$ cat src/rtl/sysctl_pkg.sv
package sysctl_pkg;

    localparam int ADDR_W        = 12;
    localparam int DATA_W        = 32;
    localparam int PRIO_W        = 8;
    localparam int PRIO_LANES    = DATA_W / PRIO_W;
    localparam int PRIO_WORDS    = 3;
    localparam int NUM_PRIO      = PRIO_WORDS * PRIO_LANES;
    localparam int PRIO_IDX_W    = (PRIO_WORDS > 1) ? $clog2(PRIO_WORDS) : 1;
    localparam int FIRST_HANDLER = 4;
    localparam int VEC_LSB       = 7;
    localparam int KEY_W         = 16;
    localparam int NUM_ACT       = 7;
    localparam int NUM_PEND      = 4;
    localparam int NUM_FEN       = 3;
    localparam int FEN_LSB       = 16;

    localparam logic [KEY_W-1:0]  WR_KEY    = 16'h05FA;
    localparam logic [DATA_W-1:0] RSTCTL_RD = 32'h0FA0_5000;

    localparam logic [ADDR_W-1:0] OFF_VEC    = 12'hD08;
    localparam logic [ADDR_W-1:0] OFF_RSTCTL = 12'hD0C;
    localparam logic [ADDR_W-1:0] OFF_PRIO0  = 12'hD18;
    localparam logic [ADDR_W-1:0] OFF_HSTAT  = 12'hD24;
    localparam logic [ADDR_W-1:0] OFF_PRIO_END =
        OFF_PRIO0 + ADDR_W'(4 * PRIO_WORDS);

    // bit positions of the status flags inside the handler status word
    localparam int ACT_POS [NUM_ACT]   = '{0, 1, 3, 7, 8, 10, 11};
    localparam int PEND_POS [NUM_PEND] = '{12, 13, 14, 15};

    typedef enum logic [2:0] {
        SEL_NONE,
        SEL_VEC,
        SEL_RSTCTL,
        SEL_PRIO,
        SEL_HSTAT
    } sel_e;

    typedef struct packed {
        sel_e                  sel;
        logic [PRIO_IDX_W-1:0] word;
    } dec_t;

    typedef struct packed {
        logic tick;
        logic pendsv;
        logic debug;
        logic svc;
        logic usage;
        logic bus;
        logic mem;
    } act_t;

    typedef struct packed {
        logic svc;
        logic bus;
        logic mem;
        logic usage;
    } pend_t;

    typedef struct packed {
        logic usage;
        logic bus;
        logic mem;
    } fen_t;

    function automatic dec_t decode_offset(input logic [ADDR_W-1:0] a);
        dec_t d;
        d.sel  = SEL_NONE;
        d.word = '0;
        if (a[1:0] == 2'b00) begin
            if (a == OFF_VEC) begin
                d.sel = SEL_VEC;
            end else if (a == OFF_RSTCTL) begin
                d.sel = SEL_RSTCTL;
            end else if (a == OFF_HSTAT) begin
                d.sel = SEL_HSTAT;
            end else if (a >= OFF_PRIO0 && a < OFF_PRIO_END) begin
                d.sel  = SEL_PRIO;
                d.word = PRIO_IDX_W'((a - OFF_PRIO0) >> 2);
            end
        end
        return d;
    endfunction

endpackage

$ cat src/rtl/sysctl_decode.sv
module sysctl_decode
    import sysctl_pkg::*;
(
    input  logic              acc_en,
    input  logic [ADDR_W-1:0] acc_addr,
    output dec_t              dec,
    output logic              bad
);

    always_comb begin
        dec = decode_offset(acc_addr);
        bad = acc_en && (dec.sel == SEL_NONE);
    end

endmodule

$ cat src/rtl/sysctl_prio_bank.sv
module sysctl_prio_bank
    import sysctl_pkg::*;
#(
    parameter int WORDS = PRIO_WORDS,
    parameter int LANES = PRIO_LANES,
    parameter int W     = PRIO_W,
    parameter int IDX_W = PRIO_IDX_W
) (
    input  logic                     clk,
    input  logic                     rst,
    input  logic                     wr_en,
    input  logic [IDX_W-1:0]         word,
    input  logic [LANES*W-1:0]       wdata,
    output logic [WORDS*LANES*W-1:0] prio_flat,
    output logic [LANES*W-1:0]       rd_word
);

    localparam int WORD_BITS = LANES * W;

    logic [WORD_BITS-1:0] bank [WORDS];

    for (genvar w = 0; w < WORDS; w++) begin : g_word
        always_ff @(posedge clk) begin
            if (rst) begin
                bank[w] <= '0;
            end else if (wr_en && (word == IDX_W'(w))) begin
                bank[w] <= wdata;
            end
        end
        // lane 0 of each word is its lowest-numbered handler
        assign prio_flat[w*WORD_BITS +: WORD_BITS] = bank[w];
    end

    always_comb begin
        rd_word = '0;
        for (int w = 0; w < WORDS; w++) begin
            if (word == IDX_W'(w)) begin
                rd_word = bank[w];
            end
        end
    end

endmodule

$ cat src/rtl/sysctl_keyed_ctrl.sv
module sysctl_keyed_ctrl
    import sysctl_pkg::*;
(
    input  logic             clk,
    input  logic             rst,
    input  logic             wr_en,
    input  logic [KEY_W-1:0] key,
    input  logic [2:0]       cmd,
    output logic             sys_reset_req,
    output logic             clr_active_req
);

    logic key_ok;

    always_comb begin
        key_ok = wr_en && (key == WR_KEY);
    end

    always_ff @(posedge clk) begin
        if (rst) begin
            sys_reset_req  <= 1'b0;
            clr_active_req <= 1'b0;
        end else begin
            sys_reset_req  <= key_ok && (cmd[0] || cmd[2]);
            clr_active_req <= key_ok && cmd[1];
        end
    end

endmodule

$ cat src/rtl/sysctl_hstat.sv
module sysctl_hstat
    import sysctl_pkg::*;
(
    input  logic              clk,
    input  logic              rst,
    input  logic              wr_en,
    input  logic [NUM_FEN-1:0] fen_wdata,
    input  act_t              act,
    input  pend_t             pend,
    output fen_t              fen,
    output logic [DATA_W-1:0] rd_word
);

    always_ff @(posedge clk) begin
        if (rst) begin
            fen <= '0;
        end else if (wr_en) begin
            fen <= fen_t'(fen_wdata);
        end
    end

    logic [NUM_ACT-1:0]  act_v;
    logic [NUM_PEND-1:0] pend_v;

    always_comb begin
        act_v  = act;
        pend_v = pend;
        rd_word = '0;
        for (int i = 0; i < NUM_ACT; i++) begin
            rd_word[ACT_POS[i]] = act_v[i];
        end
        for (int i = 0; i < NUM_PEND; i++) begin
            rd_word[PEND_POS[i]] = pend_v[i];
        end
        rd_word[FEN_LSB +: NUM_FEN] = fen;
    end

endmodule

$ cat src/rtl/sysctl_regfile.sv
module sysctl_regfile
    import sysctl_pkg::*;
(
    input  logic                       clk,
    input  logic                       rst,
    input  logic                       acc_en,
    input  logic                       acc_wr,
    input  logic [ADDR_W-1:0]          acc_addr,
    input  logic [DATA_W-1:0]          acc_wdata,
    output logic [DATA_W-1:0]          acc_rdata,
    output logic                       acc_bad,
    input  logic [NUM_ACT-1:0]         exc_active,
    input  logic [NUM_PEND-1:0]        exc_pending,
    output logic [DATA_W-1:0]          vec_base,
    output logic                       sys_reset_req,
    output logic                       clr_active_req,
    output logic [NUM_PRIO*PRIO_W-1:0] handler_prio,
    output logic [NUM_FEN-1:0]         fault_en
);

    dec_t dec;
    logic wr;

    sysctl_decode u_decode (
        .acc_en   (acc_en),
        .acc_addr (acc_addr),
        .dec      (dec),
        .bad      (acc_bad)
    );

    always_comb begin
        wr = acc_en && acc_wr;
    end

    // vector table base: low bits are hard zero
    logic [DATA_W-1:VEC_LSB] vec_hi;

    always_ff @(posedge clk) begin
        if (rst) begin
            vec_hi <= '0;
        end else if (wr && dec.sel == SEL_VEC) begin
            vec_hi <= acc_wdata[DATA_W-1:VEC_LSB];
        end
    end

    always_comb begin
        vec_base = {vec_hi, {VEC_LSB{1'b0}}};
    end

    sysctl_keyed_ctrl u_keyed (
        .clk            (clk),
        .rst            (rst),
        .wr_en          (wr && dec.sel == SEL_RSTCTL),
        .key            (acc_wdata[DATA_W-1:DATA_W-KEY_W]),
        .cmd            (acc_wdata[2:0]),
        .sys_reset_req  (sys_reset_req),
        .clr_active_req (clr_active_req)
    );

    logic [DATA_W-1:0] prio_rd;

    sysctl_prio_bank u_prio (
        .clk       (clk),
        .rst       (rst),
        .wr_en     (wr && dec.sel == SEL_PRIO),
        .word      (dec.word),
        .wdata     (acc_wdata),
        .prio_flat (handler_prio),
        .rd_word   (prio_rd)
    );

    fen_t              fen;
    logic [DATA_W-1:0] hstat_rd;

    sysctl_hstat u_hstat (
        .clk       (clk),
        .rst       (rst),
        .wr_en     (wr && dec.sel == SEL_HSTAT),
        .fen_wdata (acc_wdata[FEN_LSB +: NUM_FEN]),
        .act       (act_t'(exc_active)),
        .pend      (pend_t'(exc_pending)),
        .fen       (fen),
        .rd_word   (hstat_rd)
    );

    always_comb begin
        fault_en = fen;
    end

    always_comb begin
        unique case (dec.sel)
            SEL_VEC:    acc_rdata = vec_base;
            SEL_RSTCTL: acc_rdata = RSTCTL_RD;
            SEL_PRIO:   acc_rdata = prio_rd;
            SEL_HSTAT:  acc_rdata = hstat_rd;
            default:    acc_rdata = '0;
        endcase
    end

endmodule

$ cat config.mk
export PLATFORM = sky130hd
export DESIGN_NAME = sysctl_regfile
export DESIGN_NICKNAME = d
export VERILOG_FILES = /design/src/rtl/sysctl_pkg.sv /design/src/rtl/sysctl_decode.sv /design/src/rtl/sysctl_prio_bank.sv /design/src/rtl/sysctl_keyed_ctrl.sv /design/src/rtl/sysctl_hstat.sv /design/src/rtl/sysctl_regfile.sv
export SDC_FILE = /design/constraint.sdc
export NUM_CORES = 1
export LEC_CHECK = 0
export ABC_CLOCK_PERIOD_IN_PS = 8600
export BUFFER_PORTS_ARGS = -buffer_cell sky130_fd_sc_hd__buf_2
export CAP_MARGIN = 20
export CORE_MARGIN = 2
export CORE_UTILIZATION = 25
export DETAILED_ROUTE_END_ITERATION = 16
export HOLD_SLACK_MARGIN = 0.08
export PLACE_DENSITY_LB_ADDON = 0.25
export SLEW_MARGIN = 20
export SYNTH_ARGS = -nofsm -noshare
export SYNTH_HDL_FRONTEND = slang
export SYNTH_SLANG_ARGS = --single-unit
$ cat constraint.sdc
create_clock -name clk -period 8.6 [get_ports clk]
set_input_delay 0.86 -clock clk [delete_from_list [all_inputs] [get_ports clk]]
set_output_delay 0.86 -clock clk [all_outputs]
set_load 0.1 [all_outputs]
==> Word level (Yosys, flattened, before mapping) <==
Memory sizes are Yosys's and may differ from the RTL's.
Cells that the tools add are included.
{ "op_classes": {"eq_ne": 10, "reduce_logical": 17, "addsub": 1, "muxes": 26, "magnitude_cmp": 2, "n_bitwise": 3} }
{ "op_table": {"columns": ["cell", "count"], "rows": [
  ["$mux 32", 6],
  ["$pmux 32 s4", 1],
  ["$eq 12x12->1 const B", 3],
  ["$eq 16x11->1 const B", 1],
  ["$logic_and 1x1->1", 13],
  ["$ge 12x12->1 const B", 1],
  ["$lt 12x12->1 const B", 1],
  ["$mux 1", 11],
  ["$mux 3", 3],
  ["$eq 3x2->1 const B", 2],
  ["$mux 2", 3],
  ["$mux 5", 1],
  ["$logic_not 2->1", 2],
  ["$mux 4", 1],
  ["$sub 4x4->4 const B", 1],
  ["$eq 3x1->1 const B", 1],
  ["$eq 3x3->1 const B", 1],
  ["$logic_not 3->1", 1],
  ["$or 1x1->1", 3],
  ["$eq 2x1->1 const B", 1],
  ["$eq 2x2->1 const B", 1],
  ["$logic_or 1x1->1", 1]
]} }
{ "totals": {"ram_bits": 96, "register_bits": 30, "wordCells": 66, "in_bits": 59, "output_inout_bits": 166, "n_memories": 1} }
{ "mem_list": {"columns": ["name", "depth", "width", "rd", "rd_clocked_by_memory_dff", "write_ports", "line_no", "text"], "rows": [
  ["u_prio.bank", 3, 32, 3, 0, 3, "sysctl_prio_bank.sv:20", "logic [WORD_BITS-1:0] bank [WORDS];"]
]} }

==> Longest topological paths before layout <==
{ "depth": {"ltp_word": 14, "mapped_depth": 8, "mapped_depth_nobuf": 4} }

==> Modules after synthesis <==
A second synthesis with hierarchy kept.
{ "unflattened": {"cells_unflattened": 604, "area_unflattened_um2": 6729.0} }
{ "by_module_without_submodules": {"columns": ["module", "instances", "cells_per_inst", "area_each_um2", "seq_area_each_um2"], "rows": [
  ["sysctl_prio_bank", 1, 326, 4317.9, 2882.8],
  ["sysctl_regfile", 1, 207, 1850.5, 500.5],
  ["sysctl_hstat", 1, 42, 345.3, 60.1],
  ["sysctl_keyed_ctrl", 1, 11, 111.4, 40.0],
  ["sysctl_decode", 1, 18, 103.8, 0.0]
]} }

==> Worst setup path before layout <==
Ideal clock, no wire load.
{ "synth_path": {"path_kind": "input-to-reg", "startpoint": "input port acc_addr[5]", "endpoint": "memory u_prio.bank[1][0] in the netlist's numbering, enable pin", "cell_stages": 4, "setup_slack_ns": 3.090, "required_time_ns": 8.089, "arrival_time_ns": 4.999, "setup_time_ns": 0.511, "n_path_buf": 1, "cell_sequence": "buf_2 -> nor4b_2 -> o211ai_1 -> o41ai_1"} }
{ "synth_lines": {"columns": ["element", "line_no", "text"], "rows": [
  ["start, declared", "sysctl_regfile.sv:8", "input logic [ADDR_W-1:0] acc_addr,"],
  ["end, declared", "sysctl_prio_bank.sv:20", null]
]} }

==> Worst setup path after layout <==
{ "layout_path": {"startpoint": "input port acc_addr[3]", "endpoint": "output port acc_rdata[14]"} }
{ "layout_via": {"elab_chain_cells": 12, "elab_cells_between_ends": 26, "cone_classes": "1 x add/sub; 2 x order compare; 9 x eq/ne; 12 x mux; 2 x reduce/logical"} }
{ "layout_rtl": {"columns": ["element", "line_no", "text"], "rows": [
  ["$ge 12x12->1 or $lt 12x12->1 (tied branches)", "sysctl_pkg.sv:79", "end else if (a >= OFF_PRIO0 && a < OFF_PRIO_END) begin"],
  ["$logic_and 1x1->1", "sysctl_pkg.sv:79", null],
  ["$mux 4", "sysctl_pkg.sv:79", null],
  ["$mux 2", "sysctl_pkg.sv:77", "end else if (a == OFF_HSTAT) begin"],
  ["$mux 2", "sysctl_pkg.sv:75", "end else if (a == OFF_RSTCTL) begin"],
  ["$mux 2", "sysctl_pkg.sv:73", "if (a == OFF_VEC) begin"],
  ["$mux 5 *", "sysctl_pkg.sv:72", "if (a[1:0] == 2'b00) begin"],
  ["$logic_not 2->1", "sysctl_prio_bank.sv:37", "if (word == IDX_W'(w)) begin"],
  ["$mux 32 (3 in a row)", "sysctl_prio_bank.sv:37", null],
  ["$pmux 32 s4 *", "sysctl_regfile.sv:91", "unique case (dec.sel)"],
  ["end, declared", "sysctl_regfile.sv:10", "output logic [DATA_W-1:0] acc_rdata,"]
]} }
Every way passes the cells marked *; elsewhere a longest branch is shown, timed or not.

==> results.cfg <==
[placed_design]
dp.final_hpwl_um = 15200
dp.cells = 1049
portBuffers = 217
gp_congestion = 0.752
placed_area_um2 = 7410

[floorplan]
ios = 225
die_h_um = 158
coreArea_um2 = 23400
die_area_um2 = 25000
rows = 56
die_x_um = 158
start_util = 0.254

[yosys]
synthArstFlopShare = 0
ys_warn_count = 0
synth_cell_types = 48
ys_seq_area_frac = 0.587
ys.flop_type = edfxtp_1
syn_avg_cell_area_um2 = 11.0
synth_edf_count = 96
syn_area_um2 = 5940
synth_cells = 539
synth-seq-cells = 126

[sta]
rsz0062_at_grt = no
period_minus_slack_ps = 4760
finalClockSkew_ps = 0
hold_violations = 0
setup-tns-final_ps = 0
timing.final.crit_share = 0.554
worstMarginPinSlew_ps = 1090
fmax_mhz = 210
finalSetupViolations = 0
maxSlewHeadroom = 0.270
slew_viol_final = 0

[route]
dr.pass1.iters = 7
postRouteAntennaNets = 0
num_vias = 4983
drt_iter0_drc = 407
wire_per_inst_um = 20.4
wl_um = 22100
avgViaCountPerCell = 4.61
route.detailed.drc = 0

[setup_path]
arrival_ps = 3900
endpoint_kind = primary output
timing.critical_path.cells = buf_2, and3b_1, o211ai_1, o32ai_1, buf_2
path_class = input pin to primary output
cp_common_cell = buf_2
cp-start-kind = input pin
cp_slowest_cell = and3b_1
cp_max_fo = 24
max_stage_delay_ps = 980
crit_required_ps = 7740

[pwr]
total_power_mw = 1.72
powerDensity_nw_per_um2 = 215
ir_worst_vdd_mv = 0.104
p_leak_nw = 3.23

[grt]
grt_util_all_layers = 0.176
grt_start_max_net_pins = 50
antenna_found_initial = 3
grt_pass1_wl_um = 31200
grt_overflow = 0
grt_pass1_vias = 4710

[cts]
path_clk_slew_ps = 60
clk_path_buf_depth = 2
ctsRootBufferMaster = clkbuf_16
cts_resized = 0
cts_hold_buf = 0
cts_setup_buffers = 0
h-tree-depth = 4
insertion_delay_ps = 420
cts_tree = built
numCtsBuffers = 17
cts_num_sinks = 126

[outcome]
status = finished, final reports clean

[cells_and_area]
drive_gt1_frac = 0.385
area_growth_pct = 34.8
final_cell_mix = buf_2, edfxtp_1, and2_1, nand2_1, a21oi_1
layout_commonest_cell = buf_2
final_cell_area_um2 = 8010
nFillCells = 2488
nNetsFinal = 808
final_util = 0.342
fin_cells = 1081

[worst_hold_path]
hold_path_class = flop to flop

[flow_run]
drv_cap = 0
where the power goes:
part / switching (mW) / internal (mW)
clock: 0.278 / 0.455
sequential: 0.0142 / 0.677
combinational: 0.256 / 0.0454
total: 0.547 / 1.18
flip-flops by register name, summed over array words and instances (netlist names):
register                cells
u_keyed.clr_active_req      1
vec_hi                     25
u_hstat.fen                 3
u_prio.bank                96
u_keyed.sys_reset_req       1
final cells by class:
class | instances | area, um^2 | share of cell area
antenna | 1 | 2.50 | 0.000313
clock buffer | 18 | 429 | 0.0536
clock inverter | 13 | 165 | 0.0206
inverter | 3 | 11.3 | 0.00141
multi-input combinational | 371 | 2330 | 0.291
sequential | 126 | 3480 | 0.435
tap | 319 | 399 | 0.0499
timing repair buffer | 230 | 1180 | 0.148
critical path, delay by kind of cell:
family	cells	cell delay, ps
compound gates	2	1130
buf+inv	2	920
simple gates	1	980
stage by stage:
stage               hold WS [ps]  setup WS, ps
floorplan                    890          3090
global placement             456          3860
global route                 494          3710
detailed placement           464          3860
finish                       468          3840
CTS                          471          3850
metal layers:
| metal | track usage | wire (um) | share of wire | vias up |
|---|---|---|---|---|
| li1 | - | - | - | 2361 |
| met1 | 0.231 | 9630 | 0.44 | 2400 |
| met2 | 0.282 | 10600 | 0.48 | 199 |
| met3 | 0.0512 | 1560 | 0.071 | 19 |
| met4 | 0.0515 | 290 | 0.013 | 4 |
| met5 | 0 | 27 | 0.0012 | - |
kinds of logic (layout without fill, tap and decap cells):
| group | after synthesis | count (layout) | share of synthesized area |
|---|---|---|---|
| simple gates | 240 | 240 | 0.218 |
| flops | 126 | 126 | 0.587 |
| compound gates | 98 | 98 | 0.110 |
| buf+inv | 48 | 264 | 0.0362 |
| mux | 26 | 26 | 0.0480 |
| other cells | 1 | 8 | 0.000632 |
Yosys cell counts, types with 2 or more instances:
cell type,count,area [um^2]
and2_1,93,582
nand4_1,4,25.0
nand2b_1,2,12.5
nand4b_1,2,17.5
nor4_1,2,12.5
buf_1,2,7.51
nand2_1,78,293
clkbuf_1,29,109
and2_2,3,22.5
nor4b_2,2,30.0
a222oi_1,7,70.1
buf_4,7,52.6
nor2b_1,3,18.8
o32ai_1,5,43.8
dfxtp_1,30,601
nor4bb_1,2,20.0
o31ai_1,3,22.5
a22oi_1,18,135
mux2_2,20,225
nor2_1,34,128
a221oi_1,3,26.3
buf_2,7,35.0
a21oi_1,35,175
a31oi_1,5,31.3
mux2i_1,6,60.1
inv_1,3,11.3
o22a_1,4,35.0
nand3_1,3,15.0
o21ai_0,6,30.0
edfxtp_1,96,2880
o22ai_1,6,37.5
or4_1,3,22.5
final timing paths:
path / slack [ps] / depth (start not counted) / startpoint / to
min: 470 / 2 / vec_hi[18] / vec_hi[18]
max: 3840 / 5 / acc_addr[3] / acc_rdata[14]
max reg2reg: 7920 / 2 / vec_hi[7] / vec_hi[7]
min reg2reg: 470 / 2 / vec_hi[18] / vec_hi[18]
Note: power is estimated with default switching activity, not from simulation.
